<file path="src/rtl/thw_pkg.sv">
package thw_pkg;
   localparam int QUEUE_MAX = 6;
   localparam int CNT_W     = $clog2(QUEUE_MAX + 1);

   function automatic logic [CNT_W-1:0] queue_target(input logic [1:0] code);
      case (code)
         2'b00:   return CNT_W'(1);
         2'b01:   return CNT_W'(2);
         2'b10:   return CNT_W'(4);
         default: return CNT_W'(6);
      endcase
   endfunction
endpackage

</file>
<file path="src/rtl/thw_trip_cmp.sv">
module thw_trip_cmp #(
   parameter int TEMP_W = 11,
   parameter int LIM_W  = 9
) (
   input  logic [TEMP_W-1:0] temp_code,
   input  logic [LIM_W-1:0]  limit_hi,
   input  logic [LIM_W-1:0]  limit_lo,
   output logic              above_hi,
   output logic              below_lo
);
   logic signed [LIM_W-1:0] t_cmp;

   generate
      if (TEMP_W < LIM_W) begin : g_bad
         $error("thw_trip_cmp: TEMP_W must not be below LIM_W");
      end else if (TEMP_W == LIM_W) begin : g_same
         assign t_cmp = temp_code;
      end else begin : g_trunc
         localparam int DROP = TEMP_W - LIM_W;
         logic unused_lsb;
         assign t_cmp      = temp_code[TEMP_W-1 -: LIM_W];
         assign unused_lsb = ^temp_code[DROP-1:0];
      end
   endgenerate

   assign above_hi = t_cmp > $signed(limit_hi);
   assign below_lo = t_cmp < $signed(limit_lo);
endmodule

</file>
<file path="src/rtl/thw_fault_filter.sv">
module thw_fault_filter
   import thw_pkg::*;
(
   input  logic             clk,
   input  logic             rst_n,
   input  logic             clr,
   input  logic             step,
   input  logic             trip,
   input  logic [CNT_W-1:0] target,
   output logic             fire
);
   logic [CNT_W-1:0] cnt;
   logic [CNT_W-1:0] cnt_inc;

   assign cnt_inc = cnt + CNT_W'(1);
   assign fire    = step && trip && !clr && (cnt_inc >= target);

   always_ff @(posedge clk or negedge rst_n) begin
      if (!rst_n)                cnt <= '0;
      else if (clr)              cnt <= '0;
      else if (step) begin
         if (!trip || fire)      cnt <= '0;
         else                    cnt <= cnt_inc;
      end
   end

   AST_NOTRIP_CLEARS: assert property (@(posedge clk) disable iff (!rst_n)
      (step && !trip) |=> (cnt == '0));
   AST_CNT_LIMIT: assert property (@(posedge clk) disable iff (!rst_n)
      cnt < CNT_W'(QUEUE_MAX));
endmodule

</file>
<file path="src/rtl/thw_alarm_state.sv">
module thw_alarm_state (
   input  logic clk,
   input  logic rst_n,
   input  logic conv_done,
   input  logic shutdown,
   input  logic latch_mode,
   input  logic reg_read,
   input  logic above_hi,
   input  logic below_lo,
   input  logic fire,
   output logic step,
   output logic trip,
   output logic clr_cnt,
   output logic active
);
   logic armed_hi;
   logic mode_q;

   assign step    = conv_done && !shutdown && !(latch_mode && active);
   assign trip    = latch_mode ? (armed_hi ? above_hi : below_lo)
                               : (active   ? below_lo : above_hi);
   assign clr_cnt = latch_mode != mode_q;

   always_ff @(posedge clk or negedge rst_n) begin
      if (!rst_n) begin
         active   <= 1'b0;
         armed_hi <= 1'b1;
         mode_q   <= 1'b0;
      end else begin
         mode_q <= latch_mode;
         if (latch_mode) begin
            if (shutdown || reg_read) begin
               active <= 1'b0;
            end else if (fire) begin
               active   <= 1'b1;
               armed_hi <= !armed_hi;
            end
         end else if (fire) begin
            active <= !active;
         end
      end
   end

   AST_CMP_HOLD: assert property (@(posedge clk) disable iff (!rst_n)
      (!latch_mode && !conv_done) |=> $stable(active));
   AST_LATCH_CLEAR: assert property (@(posedge clk) disable iff (!rst_n)
      (latch_mode && (reg_read || shutdown)) |=> !active);
   AST_RISE_NEEDS_CONV: assert property (@(posedge clk) disable iff (!rst_n)
      $rose(active) |-> $past(conv_done && !shutdown));
   AST_ARM_FLIP: assert property (@(posedge clk) disable iff (!rst_n)
      !$stable(armed_hi) |-> $rose(active));
endmodule

</file>
<file path="src/rtl/thw_alarm_ctrl.sv">
module thw_alarm_ctrl
   import thw_pkg::*;
#(
   parameter int TEMP_W = 11,
   parameter int LIM_W  = 9
) (
   input  logic              clk,
   input  logic              rst_n,
   input  logic              conv_done,
   input  logic [TEMP_W-1:0] temp_code,
   input  logic [LIM_W-1:0]  limit_hi,
   input  logic [LIM_W-1:0]  limit_lo,
   input  logic              cfg_shutdown,
   input  logic              cfg_latch_mode,
   input  logic              cfg_pol_high,
   input  logic [1:0]        cfg_queue,
   input  logic              reg_read,
   output logic              alarm_level
);
   logic above_hi, below_lo;
   logic step, trip, fire, clr_cnt, active;

   thw_trip_cmp #(.TEMP_W(TEMP_W), .LIM_W(LIM_W)) u_cmp (
      .temp_code (temp_code),
      .limit_hi  (limit_hi),
      .limit_lo  (limit_lo),
      .above_hi  (above_hi),
      .below_lo  (below_lo)
   );

   thw_fault_filter u_filt (
      .clk    (clk),
      .rst_n  (rst_n),
      .clr    (clr_cnt),
      .step   (step),
      .trip   (trip),
      .target (queue_target(cfg_queue)),
      .fire   (fire)
   );

   thw_alarm_state u_state (
      .clk        (clk),
      .rst_n      (rst_n),
      .conv_done  (conv_done),
      .shutdown   (cfg_shutdown),
      .latch_mode (cfg_latch_mode),
      .reg_read   (reg_read),
      .above_hi   (above_hi),
      .below_lo   (below_lo),
      .fire       (fire),
      .step       (step),
      .trip       (trip),
      .clr_cnt    (clr_cnt),
      .active     (active)
   );

   assign alarm_level = cfg_pol_high ? active : !active;

   AST_POL_MAP: assert property (@(posedge clk) disable iff (!rst_n)
      (alarm_level == cfg_pol_high) |-> active);
endmodule

</file>
<file path="config.mk">
export PLATFORM = sky130hd
export DESIGN_NAME = thw_alarm_ctrl
export DESIGN_NICKNAME = d
export VERILOG_FILES = /design/src/rtl/thw_pkg.sv /design/src/rtl/thw_trip_cmp.sv /design/src/rtl/thw_fault_filter.sv /design/src/rtl/thw_alarm_state.sv /design/src/rtl/thw_alarm_ctrl.sv
export SDC_FILE = /design/constraint.sdc
export NUM_CORES = 1
export LEC_CHECK = 0
export BUFFER_PORTS_ARGS = -buffer_cell sky130_fd_sc_hd__buf_2
export CORE_MARGIN = 2
export CORE_UTILIZATION = 53
export CTS_CLUSTER_DIAMETER = 120
export DETAILED_ROUTE_END_ITERATION = 6
export GPL_ROUTABILITY_DRIVEN = 0
export PLACE_DENSITY = 0.85
export SYNTH_ARGS = -nofsm -noshare
export SYNTH_HDL_FRONTEND = slang
export SYNTH_SLANG_ARGS = --single-unit
</file>
<file path="constraint.sdc">
create_clock -name clk -period 3.7 [get_ports clk]
set_input_delay 0.74 -clock clk [delete_from_list [all_inputs] [get_ports clk]]
set_output_delay 0.74 -clock clk [all_outputs]
set_load 0.01 [all_outputs]
</file>
Yosys cells after proc, flatten, opt, wreduce, memory -nomap -nowiden. Index checks and enable logic that the tools add are counted. Widths: inputs -> output; s select.

Input bits: 38. Flip-flop bits (word level): 6.

Mux-type cells: 12. Reductions and logical operators: 20. Eq/ne operators: 3. $add $sub $neg: 1. $lt $le $gt $ge: 3. Bitwise logic cells: 1.

Operators by type and width (number): $gt 9x9->1 (1); $lt 9x9->1 (1); $mux 3 (3); $pmux 3 s3 (1); $mux 1 (8); $logic_and 1x1->1 (6); $logic_not 1->1 (6); $reduce_bool 2->1 (3); $add 3x1->3 const B (1); $ge 3x3->1 (1); $reduce_and 3->1 (1); $eq 2x1->1 const B (1); $eq 2x2->1 const B (1); $logic_not 2->1 (1); $logic_or 1x1->1 (2); $reduce_and 2->1 (1); $ne 1x1->1 (1); $not 1->1 (1).

Depth between registers and ports, before layout.
Depth in word-level cells: 10. Depth in mapped cells: 8. Gate-level depth less buffers: 8.

Cells and area by module. From an unflattened synthesis, not the netlist that was laid out.

Cells, all modules: 103. Area, all modules: 852.1 µm².

By module, submodules not included: thw_trip_cmp (cells each 61, area each 441.7 µm², times used 1); thw_fault_filter (cells each 22, area each 231.5 µm², times used 1); thw_alarm_state (cells each 16, area each 158.9 µm², times used 1); thw_alarm_ctrl (cells each 4, area each 20.0 µm², times used 1).

Worst setup path after synthesis. Ideal clock, no wire load.

Kind: register -> register. From: reg u_filt.cnt[0]. To: reg u_state.armed_hi. Clock period less this slack: 2.050 ns. Path slack: 1.650 ns. Path buffers: 0. Setup time: 0.077 ns. Arrival: 1.973 ns. Stages on the path, launching flop included: 9. Path through: dfrtp_1 -> ha_1 -> xnor2_1 -> inv_1 -> ha_1 -> nor2_1 -> nor4_2 -> nand3_1 -> a21bo_1.

Longest elaborated chain between the ends: 4.

Ends and longest elaborated chain: from (decl) (line thw_fault_filter.sv:12) `logic [CNT_W-1:0] cnt;`; from (signal assigned) (line thw_fault_filter.sv:23) `else cnt <= cnt_inc;`; $add 3x1->3 (line thw_fault_filter.sv:15) `assign cnt_inc = cnt + CNT_W'(1);`; $ge 3x3->1 (line thw_fault_filter.sv:16) `assign fire = step && trip && !clr && (cnt_inc >= target);`; $logic_and 1x1->1 (line thw_fault_filter.sv:16); $reduce_and 3->1 (no line); to (signal assigned) (line thw_alarm_state.sv:36) `armed_hi <= !armed_hi;`; to (decl) (line thw_alarm_state.sv:16) `logic armed_hi;`.

Every way passes these cells. A chain may end at the register's enable or synchronous reset.

Final worst setup path.
From: reg u_filt.cnt[0]. To: reg u_state.active.

Longest elaborated chain between the ends: 5. Elaborated cells on any way between the ends: 6.

Ends and longest elaborated chain: $add 3x1->3 * (line thw_fault_filter.sv:15); $ge 3x3->1 * (line thw_fault_filter.sv:16); $logic_and 1x1->1 * (line thw_fault_filter.sv:16); $reduce_bool 2->1 (no line); $reduce_and 2->1 (no line) *; to (signal assigned) (line thw_alarm_state.sv:39) `active <= !active;`; to (decl) (line thw_alarm_state.sv:14) `output logic active`.

Mark *: on every way between the ends. The rest lies on a longest branch, timed or not.

==> reports/results.ini <==
[run_status]
outcome = finished, final reports clean

[floorplan]
start_util_pct = 58.09
pin_count = 39
coreArea_um2 = 1764
die_y_um = 47.97
dieArea_um2 = 2301
row_count = 15
die_w_um = 47.97

[critical_path]
crit_arrival_ns = 2.46
crit_top_cell = ha_1
startpoint = u_filt.cnt[0]
reg2reg_to = u_state.active
required_ns = 3.82
max_stage_delay_ns = 0.43
worst-r2r-cell-count = 8
end_kind = register
start_kind = register
worstSetupPathType = register to register
cp_slowest_cell = dfrtp_1
path_cells = ha_1 > xnor2_1 > inv_1 > ha_1 > a211oi_1 > nor3_1 > o21ai_0 > a211oi_2
timing.rr.start = u_filt.cnt[0]
reg2reg_setup_slack_ns = 1.36
worstPathMaxFanout = 4
endpoint = u_state.active

[clock_tree]
cts_resized = 0
cts_setup_buffers = 0
hold_buffers = 0
cts_root_buf = clkbuf_4
cts_tree = yes
clkLatencyLatePin_ns = 0.26
clkTransAtPathRegs_ns = 0.05
cts_buffer_depth = 2
cts_made_buffers = 3
clkSinkCount = 6
htree_levels = 1

[pwr]
p_per_area_nw_per_um2 = 191.4
peakVddDrop_uv = 233.8
power_leakage_nw = 0.6910
power_mw = 0.2394

[timing]
setup-tns-final_ns = 0
min_period_ns = 2.337
slew_headroom_pct = 64.81
finalClockSkew_ns = 0.01324
holdWs_ns = 0.2990
drv_slew = 0
hold_viol = 0
fin_crit_sh_pct = 63.16
grt_setup_unrepaired = false
setup_viol = 0
timing.fmax_mhz = 427.9
tightest_slew_ns = 0.5243

[detailed_routing]
drt_iter0_markers = 21
routed.top_layer = met3
wl_met1_um = 1015
wl_met3_um = 79
viasPerCell = 5.321
wl_um = 2272
wl_per_cell_um = 12.35
route.detailed.drc = 0
ant_nets = 0
vias = 979
drt_first_pass_iters = 4
wl_met2_um = 1176

[finish]
fin_util_pct = 70.92
layout_common_cells = buf_2 (36), inv_1 (23), ha_1 (21)
area_delta_synth_final_pct = 22.10
antenna_cells = 0
final_common_cell = buf_2
final_nets = 219
drive_gt1_share_pct = 32.70

[synthesis]
synth-seq-cells = 6
synth_area_um2 = 1025
synth.distinct_cells = 39
synth_nets = 179
synth.avg_cell_area_um2 = 8.539
yosysSeqAreaShare_pct = 14.77
synth_cells = 120
yosys_warnings = 0

[global_routing]
grt.total_usage_pct = 21.75
grt_max_degree = 12
grt_first_pass_wirelength_um = 3574
grt-ovfl-total = 0
grt_pass1_vias = 916
antenna_found_initial = 0

[job]
cap_violations = 0

[placement]
io_buffer_count = 36
dpl.hpwl_um = 1996

[min_path]
hold_class = input pin to async pin

==> synthesized netlist by cell type <==
master	count	share of area [%]
a21oi_4	1	1.6
buf_6	1	1.1
nand4_1	4	2.4
nor3_1	2	0.98
a211o_1	2	1.7
o21ai_4	1	1.6
a21oi_1	6	2.9
nand3_1	5	2.4
xnor2_1	2	1.7
and3b_1	1	0.85
dfstp_2	1	2.6
a2111oi_4	2	5.4
a32oi_1	1	0.85
a211oi_2	2	2.4
a41oi_2	1	1.6
mux2i_1	1	0.98
dfrtp_1	5	12
a211oi_1	1	0.73
nand2_1	9	3.3
nand2b_1	2	1.2
o31ai_1	1	0.73
and2b_1	1	0.73
o211ai_1	1	0.73
a31oi_1	1	0.61
o311ai_0	1	0.85
or2_2	1	0.61
ha_1	21	26
a311oi_1	1	0.85
nor4_2	1	1.2
o21ai_0	3	1.5
nor2_2	1	0.61
a21o_1	2	1.5
a21bo_1	1	0.98
and2b_2	1	0.85
inv_1	23	8.4
and4_1	1	0.85
nor2b_1	3	1.8
a32o_2	1	1.1
nor2_1	5	1.8
==> logic make-up after synthesis <==
family / after synthesis / synth area share (%)
AOI/OAI and AO/OA: 29 / 27.60
xor gates and xnor gates: 2 / 1.710
DFF: 6 / 14.77
buffers and inverters: 24 / 9.523
adders and majority gates: 21 / 25.64
and+or+nand+nor: 37 / 19.78
muxes: 1 / 0.9768
==> routing by layer <==
metal / vias to the layer above / GRT usage [%]
li1: 515 / -
met1: 445 / 25.85
met2: 19 / 41.33
met3: 0 / 5.660
met4: 0 / 0
met5: - / 0
==> through the flow <==
stage | instance area, um2 | instances | setup WS [ns]
finish | 1251 | 184 | 1.363
global route | 1251 | 184 | 1.211
CTS | 1251 | 184 | 1.380
detailed placement | 1225 | 180 | 1.387
global placement | 1225 | 180 | 1.401
floorplan | 1025 | 120 | 1.650
==> worst min path at each step <==
stage                          to  slack [ns]
floorplan           u_filt.cnt[0]        0.44
global placement    u_filt.cnt[1]        0.47
detailed placement  u_filt.cnt[1]        0.48
CTS                 u_filt.cnt[2]        0.30
global route        u_filt.cnt[2]        0.30
finish              u_filt.cnt[2]        0.30
==> cell type report <==
type / instances / area [um2]
repair buffers: 36 / 180.2
fillers: 157 / 513.0
flip-flops and latches: 6 / 151.4
well taps: 25 / 31.28
multi-input cells: 90 / 775.7
inverters: 23 / 86.33
clock buffers: 4 / 26.28
==> worst max-delay path, delay by kind of cell, from the launching register on <==
kind	cells	cell delay, ns
AOI/OAI and AO/OA	3	0.70
adders and majority gates	2	0.53
DFF	1	0.43
xor gates and xnor gates	1	0.31
and+or+nand+nor	1	0.15
buffers and inverters	1	0.09
==> flip-flops by register name, summed over array words and instances (netlist names) <==
name,cells
u_state.mode_q,1
u_state.armed_hi,1
u_filt.cnt,3
u_state.active,1
==> power by group <==
part	leakage, nW	switching [mW]	internal (mW)
registers	0.0777	0.00213	0.0679
logic	0.598	0.0553	0.0469
clock network	0.0150	0.0262	0.0410
total	0.691	0.0836	0.156
No activity file was read; power rests on OpenSTA's default activity.
